## config.mk

```make
export PLATFORM = sky130hd
export DESIGN_NAME = keyed_watchdog
export DESIGN_NICKNAME = d
export VERILOG_FILES = /design/src/rtl/kwdt_pkg.sv /design/src/rtl/kwdt_regs.sv /design/src/rtl/kwdt_counter.sv /design/src/rtl/kwdt_resp.sv /design/src/rtl/keyed_watchdog.sv
export SDC_FILE = /design/constraint.sdc
export NUM_CORES = 1
export LEC_CHECK = 0
export BUFFER_PORTS_ARGS = -buffer_cell sky130_fd_sc_hd__buf_2
export CAP_MARGIN = 10
export CORE_ASPECT_RATIO = 1.1
export CORE_MARGIN = 1
export CORE_UTILIZATION = 57
export DETAILED_ROUTE_END_ITERATION = 10
export PLACE_DENSITY = 0.81
export SYNTH_ARGS = -nofsm -noshare
export SYNTH_HDL_FRONTEND = slang
export SYNTH_HIERARCHICAL = 1
export SYNTH_SLANG_ARGS = --single-unit
```

## constraint.sdc

```tcl
create_clock -name clk -period 3 [get_ports clk]
set_input_delay 0.3 -clock clk [delete_from_list [all_inputs] [get_ports clk]]
set_output_delay 0.3 -clock clk [all_outputs]
set_load 0.005 [all_outputs]
```

## src/rtl/kwdt_pkg.sv

```systemverilog
package kwdt_pkg;
  localparam int unsigned N_PERIODS = 16;
  localparam int unsigned IDX_W     = $clog2(N_PERIODS);

  localparam logic [7:0] OFS_CTRL  = 8'h00;
  localparam logic [7:0] OFS_RANGE = 8'h04;
  localparam logic [7:0] OFS_COUNT = 8'h08;
  localparam logic [7:0] OFS_KICK  = 8'h0C;
  localparam logic [7:0] OFS_STAT  = 8'h10;
  localparam logic [7:0] OFS_ACK   = 8'h14;
  localparam logic [7:0] OFS_PARAM = 8'hF4;
  localparam logic [7:0] OFS_VER   = 8'hF8;
  localparam logic [7:0] OFS_KIND  = 8'hFC;

  localparam logic [31:0] KICK_KEY   = 32'h0000_0076;
  localparam logic [31:0] PARAM_WORD = 32'h0000_0040;

  typedef enum logic [1:0] {
    RS_RUN   = 2'd0,
    RS_PULSE = 2'd1,
    RS_HALT  = 2'd2
  } resp_state_e;
endpackage

```

## src/rtl/kwdt_regs.sv

```systemverilog
module kwdt_regs
  import kwdt_pkg::*;
(
  input  logic             clk,
  input  logic             rst_n,
  input  logic             wr_ctrl,
  input  logic             wr_range,
  input  logic [1:0]       ctrl_wdata,
  input  logic [7:0]       range_wdata,
  output logic             en_o,
  output logic             mode_o,
  output logic [IDX_W-1:0] sel_idx_o,
  output logic [IDX_W-1:0] init_idx_o,
  output logic             en_set_o
);
  logic             en_q, en_d;
  logic             mode_q, mode_d;
  logic [IDX_W-1:0] sel_q, sel_d, init_q, init_d;

  always_comb begin
    en_d   = en_q;
    mode_d = mode_q;
    sel_d  = sel_q;
    init_d = init_q;
    if (wr_ctrl) begin
      en_d   = en_q | ctrl_wdata[0];
      mode_d = ctrl_wdata[1];
    end
    if (wr_range) begin
      sel_d  = range_wdata[IDX_W-1:0];
      init_d = range_wdata[2*IDX_W-1:IDX_W];
    end
  end

  always_ff @(posedge clk or negedge rst_n) begin
    if (!rst_n) begin
      en_q   <= 1'b0;
      mode_q <= 1'b0;
      sel_q  <= '0;
      init_q <= '0;
    end else begin
      en_q   <= en_d;
      mode_q <= mode_d;
      sel_q  <= sel_d;
      init_q <= init_d;
    end
  end

  assign en_o       = en_q;
  assign mode_o     = mode_q;
  assign sel_idx_o  = sel_q;
  assign init_idx_o = init_q;
  assign en_set_o   = wr_ctrl & ctrl_wdata[0] & ~en_q;

  assert_en_sticky_R2: assert property (@(posedge clk) disable iff (!rst_n)
    en_q |=> en_q);
endmodule

```

## src/rtl/kwdt_counter.sv

```systemverilog
module kwdt_counter
  import kwdt_pkg::*;
#(
  parameter int unsigned CNT_W      = 32,
  parameter int unsigned BASE_SHIFT = 16
) (
  input  logic             clk,
  input  logic             rst_n,
  input  logic             run_i,
  input  logic             en_i,
  input  logic             en_set_i,
  input  logic             restart_i,
  input  logic [IDX_W-1:0] sel_idx_i,
  input  logic [IDX_W-1:0] init_idx_i,
  output logic [CNT_W-1:0] cnt_o,
  output logic             expire_o
);
  logic [CNT_W-1:0] period_tbl [N_PERIODS];
  logic [CNT_W-1:0] cnt_q, cnt_d;
  logic [CNT_W-1:0] sel_period;
  logic             active;

  for (genvar gi = 0; gi < N_PERIODS; gi++) begin : g_period
    assign period_tbl[gi] = CNT_W'(1) << (BASE_SHIFT + gi);
  end

  assign sel_period = period_tbl[sel_idx_i];
  assign active     = run_i & en_i;
  assign expire_o   = active & ~restart_i & (cnt_q == '0);

  always_comb begin
    cnt_d = cnt_q;
    if (en_set_i)
      cnt_d = period_tbl[init_idx_i];
    else if (active && (restart_i || cnt_q == '0))
      cnt_d = sel_period;
    else if (active)
      cnt_d = cnt_q - 1'b1;
  end

  always_ff @(posedge clk or negedge rst_n) begin
    if (!rst_n) cnt_q <= '0;
    else        cnt_q <= cnt_d;
  end

  assign cnt_o = cnt_q;

  assert_step_down_R5: assert property (@(posedge clk) disable iff (!rst_n)
    (active && !restart_i && cnt_q != '0) |=> (cnt_q == $past(cnt_q) - 1'b1));

  assert_kick_reload_R4: assert property (@(posedge clk) disable iff (!rst_n)
    (active && restart_i) |=> (cnt_q == $past(sel_period)));

  assert_frozen_after_R10: assert property (@(posedge clk) disable iff (!rst_n)
    (!run_i && !en_set_i) |=> $stable(cnt_q));
endmodule

```

## src/rtl/kwdt_resp.sv

```systemverilog
module kwdt_resp
  import kwdt_pkg::*;
#(
  parameter int unsigned RST_PULSE = 8
) (
  input  logic clk,
  input  logic rst_n,
  input  logic expire_i,
  input  logic mode_i,
  input  logic restart_i,
  input  logic ack_i,
  output logic run_o,
  output logic irq_o,
  output logic sys_rst_o
);
  localparam int unsigned PW = (RST_PULSE > 1) ? $clog2(RST_PULSE) : 1;

  resp_state_e   state_q, state_d;
  logic [PW-1:0] pcnt_q, pcnt_d;
  logic          irq_q, irq_d;
  logic          fire;

  assign fire = expire_i & (~mode_i | irq_q);

  always_comb begin
    state_d = state_q;
    pcnt_d  = pcnt_q;
    irq_d   = irq_q;
    unique case (state_q)
      RS_RUN: begin
        if (restart_i)                       irq_d = 1'b0;
        else if (expire_i && mode_i && !irq_q) irq_d = 1'b1;
        else if (ack_i)                      irq_d = 1'b0;
        if (fire) begin
          state_d = RS_PULSE;
          pcnt_d  = PW'(RST_PULSE - 1);
        end
      end
      RS_PULSE: begin
        if (pcnt_q == '0) state_d = RS_HALT;
        else              pcnt_d  = pcnt_q - 1'b1;
      end
      default: state_d = RS_HALT;
    endcase
  end

  always_ff @(posedge clk or negedge rst_n) begin
    if (!rst_n) begin
      state_q <= RS_RUN;
      pcnt_q  <= '0;
      irq_q   <= 1'b0;
    end else begin
      state_q <= state_d;
      pcnt_q  <= pcnt_d;
      irq_q   <= irq_d;
    end
  end

  assign run_o     = (state_q == RS_RUN);
  assign irq_o     = irq_q;
  assign sys_rst_o = (state_q == RS_PULSE);

  assert_rst_after_expiry_R5: assert property (@(posedge clk) disable iff (!rst_n)
    $rose(sys_rst_o) |-> $past(expire_i));

  assert_first_expiry_irq_R6: assert property (@(posedge clk) disable iff (!rst_n)
    (run_o && expire_i && mode_i && !irq_q) |=> (irq_o && !sys_rst_o));

  assert_kick_clears_irq_R7: assert property (@(posedge clk) disable iff (!rst_n)
    (run_o && restart_i) |=> !irq_o);

  assert_halt_quiet_R10: assert property (@(posedge clk) disable iff (!rst_n)
    (state_q == RS_HALT) |=> (!sys_rst_o && state_q == RS_HALT));
endmodule

```

## src/rtl/keyed_watchdog.sv

```systemverilog
module keyed_watchdog
  import kwdt_pkg::*;
#(
  parameter int unsigned CNT_W      = 32,
  parameter int unsigned BASE_SHIFT = 16,
  parameter int unsigned RST_PULSE  = 8,
  parameter logic [31:0] VERSION_ID = 32'h0001_0200,
  parameter logic [31:0] KIND_ID    = 32'h4B57_0010
) (
  input  logic        clk,
  input  logic        rst_n,
  input  logic        bus_valid,
  input  logic        bus_write,
  input  logic [7:0]  bus_addr,
  input  logic [31:0] bus_wdata,
  output logic [31:0] bus_rdata,
  output logic        irq_o,
  output logic        sys_rst_o
);
  logic             sync1_q, rst_ni;
  logic             wr, rd, wr_ctrl, wr_range, restart, ack;
  logic             en, mode, en_set, run, expire;
  logic [IDX_W-1:0] sel_idx, init_idx;
  logic [CNT_W-1:0] cnt;
  logic [31:0]      rdata_d, rdata_q;

  always_ff @(posedge clk or negedge rst_n) begin
    if (!rst_n) begin
      sync1_q <= 1'b0;
      rst_ni  <= 1'b0;
    end else begin
      sync1_q <= 1'b1;
      rst_ni  <= sync1_q;
    end
  end

  assign wr       = bus_valid & bus_write;
  assign rd       = bus_valid & ~bus_write;
  assign wr_ctrl  = wr & (bus_addr == OFS_CTRL);
  assign wr_range = wr & (bus_addr == OFS_RANGE);
  assign restart  = wr & (bus_addr == OFS_KICK) & (bus_wdata == KICK_KEY);
  assign ack      = rd & (bus_addr == OFS_ACK);

  kwdt_regs u_regs (
    .clk        (clk),
    .rst_n      (rst_ni),
    .wr_ctrl    (wr_ctrl),
    .wr_range   (wr_range),
    .ctrl_wdata (bus_wdata[1:0]),
    .range_wdata(bus_wdata[7:0]),
    .en_o       (en),
    .mode_o     (mode),
    .sel_idx_o  (sel_idx),
    .init_idx_o (init_idx),
    .en_set_o   (en_set)
  );

  kwdt_counter #(.CNT_W(CNT_W), .BASE_SHIFT(BASE_SHIFT)) u_counter (
    .clk       (clk),
    .rst_n     (rst_ni),
    .run_i     (run),
    .en_i      (en),
    .en_set_i  (en_set),
    .restart_i (restart),
    .sel_idx_i (sel_idx),
    .init_idx_i(init_idx),
    .cnt_o     (cnt),
    .expire_o  (expire)
  );

  kwdt_resp #(.RST_PULSE(RST_PULSE)) u_resp (
    .clk      (clk),
    .rst_n    (rst_ni),
    .expire_i (expire),
    .mode_i   (mode),
    .restart_i(restart),
    .ack_i    (ack),
    .run_o    (run),
    .irq_o    (irq_o),
    .sys_rst_o(sys_rst_o)
  );

  always_comb begin
    rdata_d = '0;
    unique case (bus_addr)
      OFS_CTRL:  rdata_d = {30'b0, mode, en};
      OFS_RANGE: rdata_d = {24'b0, init_idx, sel_idx};
      OFS_COUNT: rdata_d = 32'(cnt);
      OFS_STAT:  rdata_d = {31'b0, irq_o};
      OFS_ACK:   rdata_d = {31'b0, irq_o};
      OFS_PARAM: rdata_d = PARAM_WORD;
      OFS_VER:   rdata_d = VERSION_ID;
      OFS_KIND:  rdata_d = KIND_ID;
      default:   rdata_d = '0;
    endcase
  end

  always_ff @(posedge clk or negedge rst_ni) begin
    if (!rst_ni)  rdata_q <= '0;
    else if (rd)  rdata_q <= rdata_d;
  end

  assign bus_rdata = rdata_q;

  assert_rdata_hold_R13: assert property (@(posedge clk) disable iff (!rst_ni)
    !rd |=> $stable(bus_rdata));
endmodule

```

==> results.txt, run 1 <==
----------------------------------------------------
[Power and ir drop]
  Switching Share ... 26.73%
  Clock group share of total power ... 36.1%
  Cell Int Power ... 1792 µW
  Power, Total ... 2445 µW
  Worst supply voltage drop on vdd ... 290.5 µV
  Power Dens Cells ... 455.2 mW/mm²
  P_sw ... 653.5 µW
  Leakage power ... 0.002462 µW
  Part of the total power dissipated in sequential elements ... 51.3%
  Share of total power in combinational logic ... 12.6%

[Final layout]
  Synthesis-to-finish area growth ... 14.94%
  Layout cells sized above 1 ... 22.66%
  Most common library cell in the layout ignoring fill and taps ... dfrtp_1
  Most frequent cells in the layout ... dfrtp_1 (81), buf_2 (77), nor2_1 (56)
  Count of placed standard cells in the final layout, fillers left out ... 686
  Antenna diode count ... 0
  Total number of nets in the final design ... 620

[Clock network]
  CTS tree ... yes
  Total clock buffers created by CTS ... 9
  Reg clk slew, reported paths ... 0.09 ns
  Maximum level of the CTS H-tree ... 3
  Root Buffer ... clkbuf_8
  # resized after CTS ... 0
  Clock insertion delay at the later pin of the skew report ... 0.36 ns
  CTS max path bufs ... 2
  Clock sink total ... 82

[Logic synthesis]
  Xor/xnor cell area share of the yosys netlist ... 3.936%
  Post-synthesis sequential element count ... 82
  Area fraction in compound gates after synthesis ... 16.47%
  Yosys warnings ... 6
  Number of cells produced by synthesis ... 497
  Number of enable-type register cells in the synthesized netlist ... 0
  Synthesized area ... 0.004673 mm²
  Adder-cell share of the synthesized area ... 0.8032%
  Number of distinct library cells after synthesis ... 73
  Average cell area after synthesis ... 9.403 µm²
  Main combinational cell family by area after synthesis ... simple AND/OR/NAND/NOR gates
  Share of synthesized cell area in and, or, nand and nor gates ... 27.63%
  Share of the synthesized area in the top cell type ... 43.91%
  Cell taking the most area after synthesis ... dfrtp_1
  Proportion of synthesized flip-flops having asynchronous set or reset ... 100.0%
  Cells taking the most area after synthesis ... dfrtp_1 (44%), nor2_1 (4.5%), nand2_1 (3.7%)
  Most used flip-flop cell after synthesis ... dfrtp_1
  Sequential area share after synthesis ... 43.91%
  Net count after synthesis ... 544
  Mux share of post-synthesis cell area ... 3.481%

[Floorplanning]
  Total core area ... 0.007913 mm²
  Die area ... 0.008565 mm²
  Die Y ... 96.97 µm
  Initial Util ... 59.06%
  Ports placed on the boundary ... 78
  Standard-cell rows ... 34
  X dimension of the die ... 88.33 µm

[Place]
  Final HPWL DP ... 9723 µm
  Port Buffers ... 77
  Routability-driven placement congestion ratio ... 0.9311
  Number of placed cells counting well taps ... 669

[Drt]
  Final wirelength ... 13080 µm
  Pre-antenna DRT Iters ... 5
  WL per Instance ... 19.07 µm
  Via total after detailed routing ... 4240
  Antenna violation net count after detailed routing ... 0
  Remaining DRCs ... 0
  Vias per cell ... 6.181
  Initial drt markers ... 349

[Worst setup path]
  Crit path DAT ... 2.81 ns
  Logic depth of the worst register-to-register path ... 6
  Element type at the critical path end ... register
  Max FO, Critical Path ... 13
  Crit start category ... register
  Cell family with the largest share of critical-path delay ... simple AND/OR/NAND/NOR gates
  Critical-path top delay cell ... or4_4
  Buffer and inverter count on the worst path ... 0
  Number of stages on the worst setup path ... 6
  Max incr delay on CP ... 0.60 ns
  Required time of the worst setup path ... 3.23 ns
  Start-to-end type of the worst setup path ... reg2reg
  Cell chain of the critical path ... or4_4, nor4_4, a41o_1, nand2_1, nand2_1, nor2_1
  Cell with the most instances on the worst path ... nand2_1

[STA]
  Highest achievable clock rate ... 0.3876 GHz
  Final count of negative-setup-slack endpoints ... 0
  Setup clock skew after layout ... 0.01574 ns
  Transition time of the tightest slew-check pin ... 1.011 ns
  Max-slew violations ... 0
  Count of final hold-check violations ... 0
  Part of the cycle the worst path needs ... 86.01%
  Setup_tns ... 0 ns
  Worst slew margin relative to its limit ... 32.61%
  Setup repair after global routing missed its margin ... false
  Final Critical Period ... 2.580 ns

[Global routing]
  Met1 layer usage reported by global route ... 45.06%
  Overall global routing resource usage ... 32.80%
  GR Util met3 ... 5.034%
  Number of antenna violations at the first check in global routing ... 0
  Wire length of the first global-routing pass ... 21260 µm
  Routing layer with the top usage in global route ... met2
  GRT overflow ... 0
  Met2 global-route usage ... 51.83%
  Maximum number of pins on one net before global-route repair ... 81
  Vias in the first global route ... 4059

[Outcome]
  Run status ... finished, final reports clean

[Hold path]
  Number of stages on the worst hold path ... 2
  Worst min-delay path class ... in2reg

[Job]
  Number of violations of the max-capacitance limit ... 0

----------------------------------------------------
==> per-stage QoR <==
step                      util [%]  hold WS, ns  setup slack (ns)  instance area (µm²)
after CTS                    67.88       0.1664            0.4912                 5371
final                        67.88       0.1764            0.4197                 5371
after global routing         67.88       0.1736            0.2296                 5371
after floorplan                  -     0.004409            0.4722                 4673
after detailed placement     65.07      0.08587            0.3479                 5149
after global placement       65.07      0.08510            0.4003                 5149
==> path summary, 6_finish.rpt <==
path / from / to / slack, ns
max: u_counter/cnt_o[29]$_DFFE_PN0P_ / u_counter/cnt_o[4]$_DFFE_PN0P_ / 0.42
min: bus_wdata[4] / u_regs/init_idx_o[0]$_DFFE_PN0P_ / 0.18
min reg2reg: sync1_q$_DFF_PN0_ / rst_ni$_DFF_PN0_ / 0.37
max in group asynchronous: rst_ni$_DFF_PN0_ / u_regs/mode_o$_DFFE_PN0P_ / 1.81
max reg2reg: u_counter/cnt_o[29]$_DFFE_PN0P_ / u_counter/cnt_o[4]$_DFFE_PN0P_ / 0.42
min in group asynchronous: rst_n / rst_ni$_DFF_PN0_ / 0.24
==> Yosys cell counts, types with 4 or more instances <==
| cell | n |
|---|---|
| o21ai_0 | 20 |
| nand2_1 | 46 |
| and3_1 | 11 |
| xor2_1 | 5 |
| nand3_1 | 22 |
| a21oi_1 | 26 |
| inv_1 | 9 |
| or3_1 | 5 |
| nand4_1 | 10 |
| nor4_1 | 13 |
| nor2_1 | 56 |
| a211oi_1 | 6 |
| a22o_1 | 16 |
| a22oi_1 | 9 |
| mux2_4 | 8 |
| clkbuf_1 | 16 |
| dfrtp_1 | 82 |
| nor3_1 | 19 |
| nor3b_1 | 4 |
| xnor2_1 | 16 |
| nor2b_1 | 9 |
| nand2b_1 | 6 |
==> area by class of cell <==
cell class | count | area (µm²)
fill | 662 | 2541
clock buffer | 14 | 152.6
inverter | 9 | 33.78
clock inverter | 2 | 60.06
sequential | 82 | 2056
multi-input combinational | 381 | 2449
timing repair buffer | 90 | 485.5
tap | 108 | 135.1
==> power by group through the flow <==
| stage | Clock [µW] | Combinational, µW | Sequential, µW |
|---|---|---|---|
| after floorplan | 0 | 201 | 1250 |
| after global placement | 0 | 292 | 1270 |
| after detailed placement | 0 | 300 | 1280 |
| after CTS | 896 | 303 | 1260 |
| after global routing | 945 | 339 | 1270 |
| final | 883 | 307 | 1250 |
==> timing repair <==
action,in CTS,in global routing
setup buffers,0,0
endpoints found under the hold margin,2,0
hold buffers,1,0
==> per-layer routing <==
metal / share of wire, % / vias up
li1: - / 1971
met1: 44 / 2051
met2: 48 / 188
met3: 5.0 / 30
met4: 2.5 / 0
met5: 0 / -
==> cells by family (layout without fill, tap and decap cells) <==
group	count (synthesis)	count (layout)
other cells	1	1
flops	82	82
xor+xnor	21	21
simple gates	234	234
fa+ha+maj	3	3
mux	12	12
buf+inv	34	115
compound gates	110	110
==> flip-flops by register name (all words and copies together), names as in the netlist, 2 cells and up <==
register	count
u_regs/init_idx_o	4
bus_rdata	32
u_resp/state_q	2
u_regs/sel_idx_o	4
u_counter/cnt_o	32
u_resp/pcnt_q	3
No activity file was read; power rests on OpenSTA's default activity.
==> run 2, diff against run 1 <==
--- a/config.mk
+++ b/config.mk
@@ -9,9 +9,9 @@
 export CAP_MARGIN = 10
 export CORE_ASPECT_RATIO = 1.1
 export CORE_MARGIN = 1
-export CORE_UTILIZATION = 57
+export CORE_UTILIZATION = 51
 export DETAILED_ROUTE_END_ITERATION = 10
-export PLACE_DENSITY = 0.81
+export PLACE_DENSITY = 0.76
 export SYNTH_ARGS = -nofsm -noshare
 export SYNTH_HDL_FRONTEND = slang
 export SYNTH_HIERARCHICAL = 1
==> constraint.sdc (replaced) <==
create_clock -name clk -period 2.34 [get_ports clk]
set_input_delay 0.234 -clock clk [delete_from_list [all_inputs] [get_ports clk]]
set_output_delay 0.234 -clock clk [all_outputs]
set_load 0.005 [all_outputs]
==> run 2 against run 1 <==
Against the previous run:
- clock skew about the same
- global-route usage decreased by 1.5 points
- non-clock buffer count increased by 64
- sequential share of layout area decreased by 3.8 points
- sequential power increased by 25%
==> results.txt, run 2 (synthesized netlist as in run 1, its figures left out) <==
----------------------------------------------------
[Hold path]
  Worst min-delay path class ... in2reg
  Hold path start ... bus_wdata[6]
  Worst-case hold path end point ... u_regs/init_idx_o[2]$_DFFE_PN0P_
  Number of stages on the worst hold path ... 2

[Worst setup path]
  Max FO, Critical Path ... 5
  End of the worst register-to-register path ... u_counter/cnt_o[23]$_DFFE_PN0P_
  Setup slack of the worst register-to-register path ... 0.05 ns
  Start-to-end type of the worst setup path ... reg2reg
  Logic depth of the worst register-to-register path ... 8
  Element type at the critical path end ... register
  Crit path DAT ... 2.60 ns
  Required time of the worst setup path ... 2.64 ns
  Worst reg2reg startpoint ... u_counter/cnt_o[10]$_DFFE_PN0P_
  Crit start category ... register

[Floorplanning]
  Total core area ... 0.008874 mm²
  Die Y ... 102.4 µm
  X dimension of the die ... 93.27 µm
  Ports placed on the boundary ... 78
  Initial Util ... 52.66%
  Die area ... 0.009550 mm²
  Standard-cell rows ... 36

[Global routing]
  GRT overflow ... 0
  Wire length of the first global-routing pass ... 22430 µm
  Maximum number of pins on one net before global-route repair ... 44
  Vias in the first global route ... 4472
  Number of antenna violations at the first check in global routing ... 0
  Overall global routing resource usage ... 31.26%

[Final layout]
  Total number of nets in the final design ... 684
  Post-route standard cell area excluding fillers ... 0.005962 mm²
  Most frequent cells in the layout ... dfrtp_1 (81), buf_2 (77), buf_4 (71)
  Synthesis-to-finish area growth ... 27.58%
  Most common library cell in the layout ignoring fill and taps ... dfrtp_1
  Antenna diode count ... 0
  Layout cells sized above 1 ... 32.71%
  FILL cells ... 741

[Outcome]
  Run status ... finished, final reports clean

[Drt]
  Antenna violation net count after detailed routing ... 0
  Pre-antenna DRT Iters ... 5
  WL per Instance ... 18.61 µm
  Via total after detailed routing ... 4591
  Remaining DRCs ... 0
  Final wirelength ... 14070 µm
  Vias per cell ... 6.073
  Initial drt markers ... 327

[Clock network]
  Clock sink total ... 82
  CTS tree ... yes
  Total clock buffers created by CTS ... 9
  Root Buffer ... clkbuf_8
  Reg clk slew, reported paths ... 0.08 ns
  CTS max path bufs ... 2
  Maximum level of the CTS H-tree ... 3
  Clock insertion delay at the later pin of the skew report ... 0.37 ns

[Power and ir drop]
  Part of the total power dissipated in sequential elements ... 48.5%
  Leakage power ... 0.002788 µW
  Switching Share ... 28.05%
  Share of total power in combinational logic ... 18.0%
  Power Dens Cells ... 540.7 mW/mm²
  P_sw ... 904.2 µW
  Worst supply voltage drop on vdd ... 345.0 µV
  Cell Int Power ... 2320 µW
  Clock group share of total power ... 33.5%

[Place]
  Port Buffers ... 77
  Cell area reported after detailed placement ... 0.005644 mm²
  Routability-driven placement congestion ratio ... 1.028
  Worst slack at placement ... -0.09957 ns
  Final HPWL DP ... 10470 µm

[STA]
  Max-slew violations ... 0
  Count of final hold-check violations ... 0
  Transition time of the tightest slew-check pin ... 0.9217 ns
  Final Critical Period ... 2.294 ns
  Setup repair after global routing missed its margin ... true
  Worst slew margin relative to its limit ... 38.27%
  Final worst-path setup slack ... 0.04643 ns
  Highest achievable clock rate ... 0.4360 GHz
  Final count of negative-setup-slack endpoints ... 0
  Setup clock skew after layout ... 0.01544 ns
  Part of the cycle the worst path needs ... 98.02%

[Job]
  Number of violations of the max-capacitance limit ... 0

----------------------------------------------------
## run 2: changes by cell type in the layout (fill, tap and decap cells not counted), sizes merged
cell	before	now
clkbuf	14	12
clkinv	0	1
buf	89	153
clkinvlp	0	2
bufinv	2	1
## run 2: layout make-up
| class | count | area, µm² | area share (%) |
|---|---|---|---|
| Inverter | 9 | 33.78 | 0.5666 |
| Clock inverter | 4 | 50.05 | 0.8395 |
| Timing Repair Buffer | 154 | 1002 | 16.81 |
| Tap cell | 114 | 142.6 | 2.392 |
| Clock buffer | 12 | 155.1 | 2.602 |
| Multi-Input combinational cell | 381 | 2522 | 42.31 |
| Sequential cell | 82 | 2056 | 34.48 |
## run 2: what timing repair did
item	CTS	global route
buffers inserted	0	3
hold buffers	1	0
gates resized for setup	3	14
pin swaps	2	9
endpoints found under the setup margin	8	28
hold endpoints to repair	2	0
## run 2: critical path, stage by stage, from the launching register on
cell and delay [ns]:
dfrtp_1 0.38, or4_4 0.56, buf_6 0.14, nor4_4 0.22, buf_6 0.17, nand3_2 0.07, or3_4 0.39, a211oi_2 0.17
or3_1 0.14
## run 2: how the worst max path moves through the flow
stage               slack [ns]                             from  cells past startpoint                               to
detailed placement        -0.1                      bus_addr[4]                     11  u_counter/cnt_o[10]$_DFFE_PN0P_
floorplan                -0.06                      bus_addr[4]                     11  u_counter/cnt_o[11]$_DFFE_PN0P_
finish                    0.05  u_counter/cnt_o[10]$_DFFE_PN0P_                      8  u_counter/cnt_o[23]$_DFFE_PN0P_
global placement         -0.02                      bus_addr[4]                     11  u_counter/cnt_o[10]$_DFFE_PN0P_
global route             -0.05  u_counter/cnt_o[10]$_DFFE_PN0P_                      8  u_counter/cnt_o[23]$_DFFE_PN0P_
CTS                      0.007  u_counter/cnt_o[10]$_DFFE_PN0P_                      7  u_counter/cnt_o[22]$_DFFE_PN0P_
## run 2: per-layer routing
metal | share of wire, % | wire, µm | GRT usage, % | vias up
li1 | - | - | - | 2105
met3 | 5.8 | 822 | 4.539 | 37
met4 | 3.2 | 454 | 15.62 | 0
met5 | 0 | 0 | 0 | -
met2 | 48 | 6730 | 51.81 | 194
met1 | 43 | 6063 | 40.14 | 2255
## run 2: through the flow
stage	instances	hold WS (ns)	total power [µW]	setup TNS, ns	utilization (%)
after floorplan	497	-0.06159	1860	-0.05542	-
after global placement	736	0.01887	2137	-0.01674	63.61
after detailed placement	736	0.02043	2148	-0.3848	63.61
after CTS	753	0.1030	3221	0	66.16
after global routing	756	0.1116	3363	-0.1299	67.19
final	756	0.1136	3224	0	67.19
## run 2: power by group through the flow
| stage | clock network (µW) | registers [µW] | logic [µW] |
|---|---|---|---|
| 2_1_floorplan | 0 | 1600 | 258 |
| 3_3_place_gp | 0 | 1590 | 551 |
| 3_5_place_dp | 0 | 1590 | 556 |
| 4_1_cts | 1090 | 1560 | 564 |
| 5_1_grt | 1150 | 1570 | 638 |
| 6_report | 1080 | 1560 | 580 |
